$ cat config.mk
export PLATFORM = sky130hd
export DESIGN_NAME = odd_even_merger
export DESIGN_NICKNAME = d
export VERILOG_FILES = /design/src/rtl/odd_even_merger.sv
export SDC_FILE = /design/constraint.sdc
export NUM_CORES = 1
export LEC_CHECK = 0
export BUFFER_PORTS_ARGS = -buffer_cell sky130_fd_sc_hd__buf_2
export CAP_MARGIN = 15
export CORE_MARGIN = 2
export CORE_UTILIZATION = 62
export DETAILED_ROUTE_END_ITERATION = 6
export PLACE_DENSITY = 0.84
export SYNTH_ARGS = -nofsm -noshare
export SYNTH_HDL_FRONTEND = slang
export SYNTH_SLANG_ARGS = --single-unit
$ cat constraint.sdc
create_clock -name clk -period 4.73 [get_ports clk]
set_input_delay 0.473 -clock clk [delete_from_list [all_inputs] [get_ports clk]]
set_output_delay 0.473 -clock clk [all_outputs]
set_load 0.01 [all_outputs]
$ cat src/rtl/odd_even_merger.sv
module odd_even_merger #(
  parameter int DW        = 12,
  parameter int DUMMY     = 12,
  parameter int HALF      = 512,
  parameter int DARK_COLS = 24,
  parameter int LINES     = 512,
  parameter int DARK_ROWS = 2,
  parameter int MAX_GAP   = 4
) (
  input  logic          clk,
  input  logic          rst_n,
  input  logic          line_start,
  input  logic          frame_start,
  input  logic          odd_valid,
  input  logic [DW-1:0] odd_data,
  input  logic          even_valid,
  input  logic [DW-1:0] even_data,
  output logic          px_valid,
  output logic [DW-1:0] px_data,
  output logic          px_sol,
  output logic          px_sof,
  output logic          px_dark,
  output logic          px_active,
  output logic          err
);
  localparam int PIX   = 2 * HALF;
  localparam int TOTAL = DUMMY + HALF;
  localparam int IW    = $clog2(TOTAL + 1);
  localparam int CW    = $clog2(PIX + 1);
  localparam int RW    = $clog2(LINES);
  localparam int GW    = $clog2(MAX_GAP + 1);

  logic [1:0]    v;
  logic [DW-1:0] din  [2];
  logic [IW-1:0] idx  [2];
  logic [IW-1:0] cur  [2];
  logic [GW-1:0] gap  [2];
  logic [DW-1:0] slot [2];
  logic [1:0]    run, keep, full;
  logic          sel, gap_hit, kill, pop;
  logic [CW-1:0] ocol;
  logic [RW-1:0] row;

  assign v       = {even_valid, odd_valid};
  assign din[0]  = odd_data;
  assign din[1]  = even_data;

  always_comb begin
    gap_hit = 1'b0;
    for (int c = 0; c < 2; c++) begin
      cur[c]  = line_start ? '0 : idx[c];
      keep[c] = v[c] && (line_start || run[c]) &&
                (cur[c] >= IW'(DUMMY)) && (cur[c] < IW'(TOTAL));
      if (run[c] && !line_start && !v[c] && gap[c] == GW'(MAX_GAP - 1))
        gap_hit = 1'b1;
    end
  end

  assign kill = gap_hit || err;
  assign pop  = full[sel] && !kill && !line_start;

  always_ff @(posedge clk) begin
    if (!rst_n) begin
      err       <= 1'b0;
      run       <= '0;
      full      <= '0;
      sel       <= 1'b0;
      ocol      <= '0;
      row       <= '0;
      px_valid  <= 1'b0;
      px_data   <= '0;
      px_sol    <= 1'b0;
      px_sof    <= 1'b0;
      px_dark   <= 1'b0;
      px_active <= 1'b0;
      for (int c = 0; c < 2; c++) begin
        idx[c]  <= '0;
        gap[c]  <= '0;
        slot[c] <= '0;
      end
    end else begin
      if (line_start)   err <= 1'b0;
      else if (gap_hit) err <= 1'b1;

      for (int c = 0; c < 2; c++) begin
        if (line_start) begin
          idx[c] <= IW'(v[c]);
          run[c] <= 1'b1;
          gap[c] <= '0;
        end else if (run[c] && kill) begin
          run[c] <= 1'b0;
        end else if (run[c]) begin
          if (v[c]) begin
            idx[c] <= idx[c] + IW'(1);
            gap[c] <= '0;
            if (idx[c] == IW'(TOTAL - 1)) run[c] <= 1'b0;
          end else begin
            gap[c] <= gap[c] + GW'(1);
          end
        end

        if (line_start || kill) begin
          full[c] <= 1'b0;
        end else if (keep[c]) begin
          full[c] <= 1'b1;
          slot[c] <= din[c];
        end else if (pop && sel == c[0]) begin
          full[c] <= 1'b0;
        end
      end

      if (line_start || kill) sel <= 1'b0;
      else if (pop)           sel <= ~sel;

      if (line_start)  ocol <= '0;
      else if (pop)    ocol <= ocol + CW'(1);

      if (line_start)
        row <= frame_start ? '0 : (row == RW'(LINES - 1) ? row : row + RW'(1));

      px_valid  <= pop;
      px_data   <= slot[sel];
      px_sol    <= pop && ocol == '0;
      px_sof    <= pop && ocol == '0 && row == '0;
      px_dark   <= pop && ocol < CW'(DARK_COLS);
      px_active <= pop && ocol >= CW'(DARK_COLS) && row >= RW'(DARK_ROWS);
    end
  end

  assert_sof_on_sol_R7: assert property (@(posedge clk) disable iff (!rst_n)
    px_sof |-> px_sol);
  assert_flags_need_valid_R7: assert property (@(posedge clk) disable iff (!rst_n)
    !px_valid |-> !(px_sol || px_dark || px_active));
  assert_dark_not_active_R5: assert property (@(posedge clk) disable iff (!rst_n)
    px_dark |-> !px_active);
  assert_line_limit_R3: assert property (@(posedge clk) disable iff (!rst_n)
    px_valid |-> ocol <= CW'(PIX));
  assert_silent_after_err_R8: assert property (@(posedge clk) disable iff (!rst_n)
    (err && $past(err)) |-> !px_valid);
endmodule

==> metrics.md, run 1 <==
| Metric | Value |
|---|---|
| Final slew viol count | `0` |
| Worst vdd ir | `roughly 0.23 mV` |
| Netlist Area Pre-Place | `4360 µm²` |
| Worst Setup Start Kind | `register` |
| Xor/xnor share of the synthesized area | `0.0422` |
| Net Sw Power | `382 µW` |
| Placed Cells | `between 500 and 600` |
| Detailed-route wire length | `slightly above 8 mm` |
| Total grt overflow | `0` |
| Combinational power share | `0.065` |
| Hold crit path type | `in2reg` |
| CP max stage cell | `nand4_1` |
| Flop and latch count out of synthesis | `93` |
| Worst path top cell family by delay | `simple AND/OR/NAND/NOR gates` |
| P_int | `1130 µW` |
| Crit path DAT | `3.00 ns` |
| Worst path buffer plus inverter count | `1` |
| Mapped Cells | `a little under 400` |
| Placer Congestion | `roughly 0.85` |
| Boundary pin count | `48` |
| Row count | `30` |
| Status | `finished clean` |
| Area share of and/or/nand/nor cells after synthesis | `0.194` |
| Final Instance Area | `4800 µm²` |
| Post-DRT Antenna Nets | `0` |
| Later-pin clock latency in the skew report | `0.36 ns` |
| CTS root buffer | `clkbuf_8` |
| Max_cap viols | `0` |
| Yosys cell types | `59` |
| Clock Power Share | `0.337` |
| Mux share of post-synthesis cell area | `0.0348` |
| TritonCTS buffer count | `9` |
| Chip Height | `87.8 µm` |
| CP most frequent cell | `ha_1` |
| Fillers | `between 500 and 600` |
| Initial core utilization | `0.641` |
| Finish-stage setup viols | `0` |
| Final HPWL DP | `5.76 mm` |
| Total track usage | `0.226` |
| Syn_nets | `438` |
| Req. time, crit path | `4.73 ns` |
| Share of layout cells above drive strength 1 | `0.199` |
| Worst Max-Slew Pin Slew | `0.849 ns` |
| Sequential area share after synthesis | `0.542` |
| DRT met1 WL | `approximately 3.6 mm` |
| Vias in the first global route | `2960` |
| Fin Setup TNS | `0 ns` |
| Routed vias/inst | `5.67` |
| Diode count | `0` |
| Synth Area in Compound Gates | `0.116` |
| IO Port Bufs | `47` |
| RSZ-0062 raised after global routing | `false` |
| Pre-Repair DR Iteration Count | `7` |
| Post-CTS sizing | `0` |
| Flop pwr share | `0.598` |
| Worst slew margin | `0.433` |
| Worst Path Max Fanout | `26` |
| Synth async-reset ratio | `0` |
| Post-synth EDFFs | `50` |
| Routed length on met3 | `282 µm` |
| Final #Nets | `roughly 480` |
| Max incr delay on CP | `roughly 0.49 ns` |
| Register Area | `2360 µm²` |
| DIE WIDTH | `87.8 µm` |
| Die Area | `7710 µm²` |
| Final critical-path required period | `3.00 ns` |
| Post-CTS Setup Inserts | `0` |
| First-pass GRT wire length | `13.4 mm` |
| # DRC | `0` |
| Count of final hold-check violations | `0` |
| Syn Area/Cell | `11.0 µm²` |
| Critical path capture point type | `register` |
| Layout Skew | `0.0110 ns` |
| Non-filler cells, final | `543` |
| Clk slew on worst S/H paths | `around 0.1 ns` |
| Pwr Total | `1510 µW` |
| Largest family of logic cells by synthesized area | `simple AND/OR/NAND/NOR gates` |
| YS warnings | `0` |
| Leak | `about 0.0018 µW` |
| Area of the multi-input gates | `1840 µm²` |
| Antenna violations before repair | `0` |
| CTS Hold Bufs | `0` |
| Detailed router's first-iteration violation count | `190` |
| Crit share post-route | `0.635` |
| Sw Ratio | `0.253` |
| H-tree Lvls | `3` |
| Layout Utilization | `0.706` |
| Adder-cell share of the synthesized area | `0.0345` |
| Setup Crit Path Kind | `reg2reg` |
| Power Dens Cells | `approximately 310 nW/µm²` |
| P&R area growth vs syn | `10.2%` |
| Met2 WL post-DR | `4.09 mm` |
| CTS tree | `built` |
| Main flop type after synthesis | `edfxtp_1` |
| CTS Buffer Depth | `2` |
| Core Area | `6790 µm²` |
| Largest net degree at the start of global routing | `27` |
| DR top layer | `met4` |
| DR vias | `3077` |
| CTS Sinks | `93` |
| CP cell instances | `ha_1 -> ha_1 -> nand4bb_1 -> nand4_1 -> a21o_1 -> buf_4 -> nand2_1` |
| Peak Freq | `333 MHz` |
| Drt wl/cell | `~15 µm` |
| Post-DP Area | `around 4600 µm²` |
-- cells in the mapped netlist, drive strengths merged, types with 2 or more instances --
cell type  instances  area share
and3               4      0.0063
nand2b             5      0.0072
xor2              11       0.022
nor2              51       0.044
and2               5      0.0075
or3               12       0.017
a22oi              2      0.0034
a21o               2      0.0034
a31o               2      0.0040
o21ai             13       0.016
inv               13       0.011
o31ai              2      0.0066
a31oi              2      0.0029
a21boi            25       0.052
dfxtp             43        0.20
nand3             12       0.017
ha                12       0.034
mux2i             14       0.032
nor4               4      0.0057
xnor2             10       0.020
nor3              11       0.013
and4               3      0.0060
nor2b              2      0.0029
a21oi             14       0.016
nand2             29       0.025
buf                7       0.016
edfxtp            50        0.34
nand4             14       0.022
clkbuf             5      0.0066
or4                2      0.0052
-- area by class of cell --
type	instances	share of cell area
flip-flops and latches	93	0.492
multi-input cells	277	0.383
repair buffers	48	0.0506
clock buffers	9	0.0258
well taps	96	0.0250
clock inverters	7	0.0133
inverters	13	0.0102
-- state kept, by name, indices dropped and copies added (netlist names), 2 cells and up --
signal	cells
full	2
gap	6
idx	20
ocol	11
px_data	12
row	9
run	2
slot	24
-- worst reg2reg max path, delay by kind of cell, from the launching register on --
family / cells / cell delay [ns]
adder cells (fa/ha/maj): 2 / 0.40
buffers and inverters: 1 / 0.23
flip-flops: 1 / 0.42
AND/OR/NAND/NOR: 3 / 1.25
AO/OA/AOI/OAI: 1 / 0.33
-- final timing paths --
path / endpoint / slack (ns) / cells past startpoint / from
hold reg to reg: ocol[10]$_SDFFE_PP0P_ / 0.48 / 2 / ocol[10]$_SDFFE_PP0P_
setup reg to reg: slot[1][2]$_SDFFCE_PN0P_ / 1.73 / 7 / gap[0][0]$_SDFFCE_PN0P_
hold / removal: slot[0][10]$_SDFFCE_PN0P_ / 0.42 / 2 / odd_data[10]
setup / recovery: slot[1][2]$_SDFFCE_PN0P_ / 1.73 / 7 / gap[0][0]$_SDFFCE_PN0P_
-- kinds of logic after synthesis --
family,Yosys count
simple gates,161
flops,93
compound gates,68
buf+inv,26
xor+xnor,21
mux,15
fa+ha+maj,12
-- cells in the final DEF (no fill, tap or decap), types with 10 or more instances in the layout --
cell type and n:
xor2_1 11, nor3_1 11, dfxtp_1 43, nand2_1 29, or3_1 12, edfxtp_1 50
xnor2_1 10, ha_1 12, inv_1 13, a21boi_2 10, a21oi_1 14, nand3_1 11
o21ai_0 12, nand4_1 13, mux2i_1 14, nor2_1 51, buf_2 47
-- power by group through the flow --
stage	combinational (µW)	clock, µW	sequential [µW]
after floorplan	65.1	0	917
after global placement	94.6	0	919
after detailed placement	98.1	0	921
after CTS	98.8	515	902
after global routing	108	556	907
final	98.0	508	902
-- routing by layer --
| layer | vias up | GRT usage |
|---|---|---|
| met5 | - | 0 |
| met4 | 0 | 0.0671 |
| li1 | 1525 | - |
| met3 | 5 | 0.0566 |
| met1 | 1477 | 0.290 |
| met2 | 70 | 0.379 |
-- metrics by stage --
stage | hold slack [ns] | worst slack [ns]
floorplan | 0.452 | 2.61
global placement | 0.465 | 1.84
detailed placement | 0.475 | 1.72
CTS | 0.406 | 1.71
global route | 0.401 | 1.48
finish | 0.415 | 1.73
Note: power is estimated with default switching activity, not from simulation.
==> run 2: changes to the inputs <==
--- a/config.mk
+++ b/config.mk
@@ -8,9 +8,9 @@
 export BUFFER_PORTS_ARGS = -buffer_cell sky130_fd_sc_hd__buf_2
 export CAP_MARGIN = 15
 export CORE_MARGIN = 2
-export CORE_UTILIZATION = 62
+export CORE_UTILIZATION = 53
 export DETAILED_ROUTE_END_ITERATION = 6
-export PLACE_DENSITY = 0.84
+export PLACE_DENSITY = 0.76
 export SYNTH_ARGS = -nofsm -noshare
 export SYNTH_HDL_FRONTEND = slang
 export SYNTH_SLANG_ARGS = --single-unit
==> constraint.sdc (replaced) <==
create_clock -name clk -period 2.7 [get_ports clk]
set_input_delay 0.27 -clock clk [delete_from_list [all_inputs] [get_ports clk]]
set_output_delay 0.27 -clock clk [all_outputs]
set_load 0.01 [all_outputs]
==> run 2 against run 1 <==
Against the previous run:
- wire length up 0.26%
- combinational power is 79% higher
- register-to-register slack worse by 1.3 ns
- critical path type unchanged
- total power increased by 75%
==> metrics.md, run 2 (synthesis gave the netlist of run 1 again) <==
| Metric | Value |
|---|---|
| Most common cell after layout, fill and taps aside | `nor2_1 (unchanged)` |
| Fin Setup TNS | `0 ns (unchanged)` |
| CTS tree | `built (unchanged)` |
| IO Port Bufs | `47 (unchanged)` |
| Non-filler cells, final | `558 (was 543)` |
| Flop pwr share | `0.598 (about the same)` |
| Share of layout cells above drive strength 1 | `0.210 (was 0.199)` |
| Row count | `33 (was 30)` |
| DIE WIDTH | `94.7 µm (was 87.8 µm)` |
| Worst vdd ir | `0.334 mV (was 0.228 mV)` |
| Pre-Repair DR Iteration Count | `4 (was 7)` |
| Hold crit path type | `in2reg (unchanged)` |
| CTS root buffer | `clkbuf_8 (unchanged)` |
| Finish-stage setup viols | `0 (unchanged)` |
| P_int | `1980 µW (was 1130 µW)` |
| Worst Path Max Fanout | `12 (was 26)` |
| Req. time, crit path | `2.74 ns (was 4.73 ns)` |
| Initial core utilization | `0.538 (was 0.641)` |
| First-pass GRT wire length | `13.5 mm (was 13.4 mm)` |
| Placed Cells | `542 (was 527)` |
| Post-CTS Setup Inserts | `0 (unchanged)` |
| Max reg flops | `24 (unchanged)` |
| # DRC | `0 (unchanged)` |
| Routed length on met3 | `292 µm (was 282 µm)` |
| Clock Power Share | `0.336 (was 0.337)` |
| Core Area | `8090 µm² (was 6790 µm²)` |
| Commonest cells after routing, fill and taps aside | `nor2_1 (51), edfxtp_1 (50), buf_2 (47) (unchanged)` |
| Setup Crit Path Kind | `reg2reg (unchanged)` |
| Die Area | `8960 µm² (was 7710 µm²)` |
| Pwr Total | `2640 µW (was 1510 µW)` |
| Boundary pin count | `48 (unchanged)` |
| Post-CTS sizing | `0 (unchanged)` |
| CTS Sinks | `93 (unchanged)` |
| Routed vias/inst | `5.49 (was 5.67)` |
| Later-pin clock latency in the skew report | `0.36 ns (about the same)` |
| Vias in the first global route | `2934 (was 2960)` |
| Hold path depth | `2 (unchanged)` |
| CTS Buffer Depth | `2 (unchanged)` |
| R2R cell count | `3 (was 7)` |
| Largest net degree at the start of global routing | `26 (was 27)` |
| Worst Setup Start Kind | `register (unchanged)` |
| Power Dens Cells | `545 nW/µm² (was 314 nW/µm²)` |
| P&R area growth vs syn | `11.4% (was 10.2%)` |
| Final critical-path required period | `2.29 ns (was 3.00 ns)` |
| Crit path DAT | `2.33 ns (was 3.00 ns)` |
| Count of final hold-check violations | `0 (unchanged)` |
| Worst setup margin | `0.407 ns (was 1.73 ns)` |
| Setup slack at placement | `0.394 ns (was 1.72 ns)` |
| DR vias | `3065 (was 3077)` |
| Biggest regs | `slot (24), idx (20), px_data (12) (unchanged)` |
| Antenna violations before repair | `0 (unchanged)` |
| CP cell instances | `or4_4 -> or4_4 -> a41o_1 (was ha_1 -> ha_1 -> nand4bb_1 -> nand4_1 -> a21o_1 -> buf_4 -> nand2_1)` |
| Status | `finished clean (unchanged)` |
| Chip Height | `94.7 µm (was 87.8 µm)` |
| Detailed router's first-iteration violation count | `109 (was 190)` |
| Min-delay src | `odd_data[5] (was odd_data[10])` |
| Peak Freq | `436 MHz (was 333 MHz)` |
| CP most frequent cell | `or4_4 (was ha_1)` |
| Layout Skew | `0.0112 ns (was 0.0110 ns)` |
| CTS Hold Bufs | `0 (unchanged)` |
| Post-DRT Antenna Nets | `0 (unchanged)` |
| Critical path capture point type | `register (unchanged)` |
| Max_cap viols | `0 (unchanged)` |
| H-tree Lvls | `3 (unchanged)` |
| Clk slew on worst S/H paths | `0.10 ns (about the same)` |
| Critical path origin | `idx[0][7]$_SDFFCE_PN0P_ (was gap[0][0]$_SDFFCE_PN0P_)` |
| DRT met1 WL | `3.54 mm (was 3.62 mm)` |
| Detailed-route wire length | `8.09 mm (was 8.07 mm)` |
| Placer Congestion | `0.844 (was 0.850)` |
| Max incr delay on CP | `0.59 ns (was 0.49 ns)` |
| Combinational power share | `0.066 (was 0.065)` |
| Leak | `0.00187 µW (was 0.00183 µW)` |
| RSZ-0062 raised after global routing | `false (unchanged)` |
| CP max stage cell | `or4_4 (was nand4_1)` |
| Final slew viol count | `0 (unchanged)` |
| Final #Nets | `490 (was 484)` |
| Worst Max-Slew Pin Slew | `0.548 ns (was 0.849 ns)` |
| Drt wl/cell | `14.5 µm (was 14.9 µm)` |
| Total grt overflow | `0 (unchanged)` |
| Total track usage | `0.194 (was 0.226)` |
| Met2 WL post-DR | `4.10 mm (was 4.09 mm)` |
| Most flops, register | `slot (unchanged)` |
| Final HPWL DP | `5.80 mm (was 5.76 mm)` |
| Net Sw Power | `667 µW (was 382 µW)` |
| Sw Ratio | `0.252 (was 0.253)` |
| Crit share post-route | `0.849 (was 0.635)` |
| Diode count | `0 (unchanged)` |
| RR Startpoint | `idx[0][7]$_SDFFCE_PN0P_ (was gap[0][0]$_SDFFCE_PN0P_)` |
| Worst slew margin | `0.634 (was 0.433)` |
| DR top layer | `met4 (unchanged)` |
| TritonCTS buffer count | `9 (unchanged)` |
-- run 2: changes by cell type in the layout (fill, tap and decap cells not counted) --
| cell | change |
|---|---|
| inv_4 | +1 |
| buf_4 | +6 |
| clkinvlp_4 | -1 |
-- run 2: critical path: cells and delay by family (launching register included) --
kind / cells / cell delay [ns]
flops: 1 / 0.48
simple gates: 2 / 1.04
compound gates: 1 / 0.45
-- run 2: area by class of cell --
type | instances | area [µm²]
Clock buffer | 9 | 124
Clock inverter | 7 | 62.6
Fill cell | 681 | 3240
Inverter | 13 | 48.8
Multi-Input combinational cell | 277 | 1840
Sequential cell | 93 | 2360
Tap cell | 105 | 131
Timing Repair Buffer | 54 | 288
-- run 2: layer usage --
metal  up-vias  GRT usage
met5         -          0
met4         0     0.0845
met3        15     0.0287
met2        59      0.332
met1      1447      0.243
li1       1544          -
-- run 2: final timing paths --
check                                  end  slack [ns]
hold reg to reg      ocol[10]$_SDFFE_PP0P_        0.49
hold / removal    slot[0][5]$_SDFFCE_PN0P_        0.22
setup reg to reg  slot[0][2]$_SDFFCE_PN0P_        0.41
setup / recovery  slot[0][2]$_SDFFCE_PN0P_        0.41
-- run 2: power by group through the flow --
stage	sequential, µW	combinational (µW)	clock [µW]
2_1_floorplan	1610	114	0
3_3_place_gp	1610	172	0
3_5_place_dp	1610	176	0
4_1_cts	1580	178	907
5_1_grt	1590	196	958
6_report	1580	175	889
-- run 2: per-stage QoR --
step,hold slack [ns],instance area (µm²),utilization
3_5_place_dp,0.475,4670,0.577
5_1_grt,0.214,4850,0.600
6_report,0.216,4850,0.600
2_1_floorplan,0.452,4360,-
4_1_cts,0.206,4850,0.600
3_3_place_gp,0.465,4670,0.577
==> run 3: changes to the inputs <==
==> constraint.sdc (replaced) <==
create_clock -name clk -period 2 [get_ports clk]
set_input_delay 0.2 -clock clk [delete_from_list [all_inputs] [get_ports clk]]
set_output_delay 0.2 -clock clk [all_outputs]
set_load 0.01 [all_outputs]
==> run 3 against run 2 <==
Against the previous run:
- the flow now finishes with violations (setup timing)
- clock power rose by 42%
- combinational power increased by 73%
- sequential share of layout area decreased by 3.7 points
- worst hold slack worse by 0.079 ns
- register-to-register slack got worse by 0.47 ns
- setup slack worse by 0.47 ns
- clock skew decreased by 0.0017 ns
- via count up 4.9%
- wire length grew 4.4%
==> metrics.md, run 3 (synthesis gave the netlist of run 1 again) <==
| Metric | Value |
|---|---|
| Status | `finished, violations left (was finished clean)` |
| Total track usage | `0.203 (was 0.194)` |
| Routed vias/inst | `5.43 (was 5.49)` |
| RSZ-0062 raised after global routing | `true (was false)` |
| CTS tree | `built (unchanged)` |
| Worst Setup Start Kind | `register (unchanged)` |
| Final #Nets | `524 (was 490)` |
| Layout Skew | `0.00950 ns (was 0.0112 ns)` |
| Core Area | `8090 µm² (unchanged)` |
| P&R area growth vs syn | `20.9% (was 11.4%)` |
| First-pass GRT wire length | `14.0 mm (was 13.5 mm)` |
| Final slew viol count | `0 (unchanged)` |
| Finish-stage setup viols | `34 (was 0)` |
| TritonCTS buffer count | `9 (unchanged)` |
| Worst Path Max Fanout | `11 (was 12)` |
| Failing checks | `setup timing` |
| Die Area | `8960 µm² (unchanged)` |
| Later-pin clock latency in the skew report | `0.36 ns (about the same)` |
| Crit share post-route | `1.03 (was 0.849)` |
| Req. time, crit path | `2.12 ns (was 2.74 ns)` |
| Critical path origin | `idx[0][8]$_SDFFCE_PN0P_ (was idx[0][7]$_SDFFCE_PN0P_)` |
| Hold crit path type | `in2reg (unchanged)` |
| Detailed router's first-iteration violation count | `134 (was 109)` |
| Setup slack at placement | `-0.0575 ns (was 0.394 ns)` |
| Commonest cells after routing, fill and taps aside | `nor2_1 (51), edfxtp_1 (50), buf_2 (47) (unchanged)` |
| Biggest regs | `slot (24), idx (20), px_data (12) (unchanged)` |
| R2R cell count | `5 (was 3)` |
| Hold WS | `0.138 ns (was 0.216 ns)` |
| Worst slew margin | `0.757 (was 0.634)` |
| Initial core utilization | `0.538 (unchanged)` |
| DIE WIDTH | `94.7 µm (unchanged)` |
| IO Port Bufs | `47 (unchanged)` |
| CTS Sinks | `93 (unchanged)` |
| DR vias | `3215 (was 3065)` |
| Fillers | `656 (was 681)` |
| Row count | `33 (unchanged)` |
| Critical Path Sink | `slot[1][5]$_SDFFCE_PN0P_ (was slot[0][2]$_SDFFCE_PN0P_)` |
| Most common cell after layout, fill and taps aside | `nor2_1 (unchanged)` |
| Setup Crit Path Kind | `reg2reg (unchanged)` |
| H-tree Lvls | `3 (unchanged)` |
| Chip Height | `94.7 µm (unchanged)` |
| Placer Congestion | `0.814 (was 0.844)` |
| Post-DRT Antenna Nets | `0 (unchanged)` |
| Worst setup margin | `-0.0641 ns (was 0.407 ns)` |
| Crit path DAT | `2.18 ns (was 2.33 ns)` |
| Power Dens Cells | `700 nW/µm² (was 545 nW/µm²)` |
| Antenna violations before repair | `0 (unchanged)` |
| Count of final hold-check violations | `0 (unchanged)` |
| CTS root buffer | `clkbuf_8 (unchanged)` |
| Leak | `0.00204 µW (was 0.00187 µW)` |
| Largest net degree at the start of global routing | `25 (was 26)` |
| Diode count | `0 (unchanged)` |
| Critical path capture point type | `register (unchanged)` |
| RR Endpoint | `slot[1][5]$_SDFFCE_PN0P_ (was slot[0][2]$_SDFFCE_PN0P_)` |
| RR Startpoint | `idx[0][8]$_SDFFCE_PN0P_ (was idx[0][7]$_SDFFCE_PN0P_)` |
| Detailed-route wire length | `8.44 mm (was 8.09 mm)` |
| # DRC | `0 (unchanged)` |
| Max_cap viols | `0 (unchanged)` |
| Boundary pin count | `48 (unchanged)` |
| Max reg flops | `24 (unchanged)` |
| Total grt overflow | `0 (unchanged)` |
| Final HPWL DP | `6.06 mm (was 5.80 mm)` |
| Peak Freq | `484 MHz (was 436 MHz)` |
| Pre-Repair DR Iteration Count | `4 (unchanged)` |
| Vias in the first global route | `3100 (was 2934)` |
| Worst Max-Slew Pin Slew | `0.362 ns (was 0.548 ns)` |
| Share of layout cells above drive strength 1 | `0.300 (was 0.210)` |
| Final critical-path required period | `2.06 ns (was 2.29 ns)` |
| R2R Setup Slk | `-0.06 ns (was 0.41 ns)` |
| Clk slew on worst S/H paths | `0.10 ns (about the same)` |
| CTS Buffer Depth | `2 (unchanged)` |
| Worst vdd ir | `0.536 mV (was 0.334 mV)` |
| Drt wl/cell | `14.3 µm (was 14.5 µm)` |
| Most flops, register | `slot (unchanged)` |
[run 3: cell types whose count changed in the layout (fill, tap and decap cells not counted), moves of 2 or more]
cell and delta:
buf_4 +26, a21boi_2 +7, buf_6 +6, a21boi_1 -4, a21boi_0 -3, dfxtp_1 -2
dfxtp_2 +2, ha_1 -2, ha_2 +2
[run 3: how the worst min path moves through the flow]
stage	slack (ns)	start	end	cells after the start
after floorplan	0.42	odd_valid	idx[0][0]$_SDFFCE_PP0P_	1
after global placement	0.47	ocol[10]$_SDFFE_PP0P_	ocol[10]$_SDFFE_PP0P_	2
after detailed placement	0.47	slot[0][6]$_SDFFCE_PN0P_	px_data[6]$_SDFF_PN0_	2
after CTS	0.13	odd_data[6]	slot[0][6]$_SDFFCE_PN0P_	2
after global routing	0.14	odd_data[9]	slot[0][9]$_SDFFCE_PN0P_	2
final	0.14	even_data[8]	slot[1][8]$_SDFFCE_PN0P_	2
[run 3: routing by layer]
metal	GRT usage	wire length (µm)	vias up
met2	0.342	4330	62
li1	-	-	1614
met1	0.259	3660	1527
met4	0.0713	117	0
met3	0.0415	337	12
met5	0	0	-
[run 3: power by group]
group	leakage, µW	switching (µW)	total (µW)	internal, µW
clock	0.000103	760	1260	500
sequential	0.000890	40.4	2120	2080
combinational	0.00105	158	302	144
[run 3: layout make-up]
class / count / area (µm²) / share of cell area
clock inverters: 7 / 76.3 / 0.0145
inverters: 13 / 48.8 / 0.00927
multi-input cells: 278 / 1950 / 0.370
flip-flops and latches: 93 / 2360 / 0.449
repair buffers: 87 / 571 / 0.108
well taps: 105 / 131 / 0.0250
clock buffers: 9 / 124 / 0.0235
[run 3: what timing repair did]
item / CTS / global route
resized for setup: 5 / 23
buffers inserted: 4 / 2
hold buffers: 0 / 0
cloned: 1 / 0
endpoints found under the setup margin: 35 / 63
pin swaps: 6 / 11
[run 3: critical path, cell delays in order, from the launching register on]
cell and delay [ns]:
edfxtp_1 0.42, or4_4 0.56, or4_4 0.48, nand3_4 0.14, buf_12 0.15, a21boi_1 0.07
[run 3: through the flow]
stage                     area (µm²)  utilization  power (µW)  TNS [ns]  cells
after floorplan                 4370            -        2330  -0.00165    396
after global placement          4900        0.605        2430   -0.0221    569
after detailed placement        4900        0.605        2440    -0.630    569
after CTS                       5150        0.636        3680    -0.591    590
after global routing            5270        0.651        3810     -3.33    592
final                           5270        0.651        3690     -1.33    592
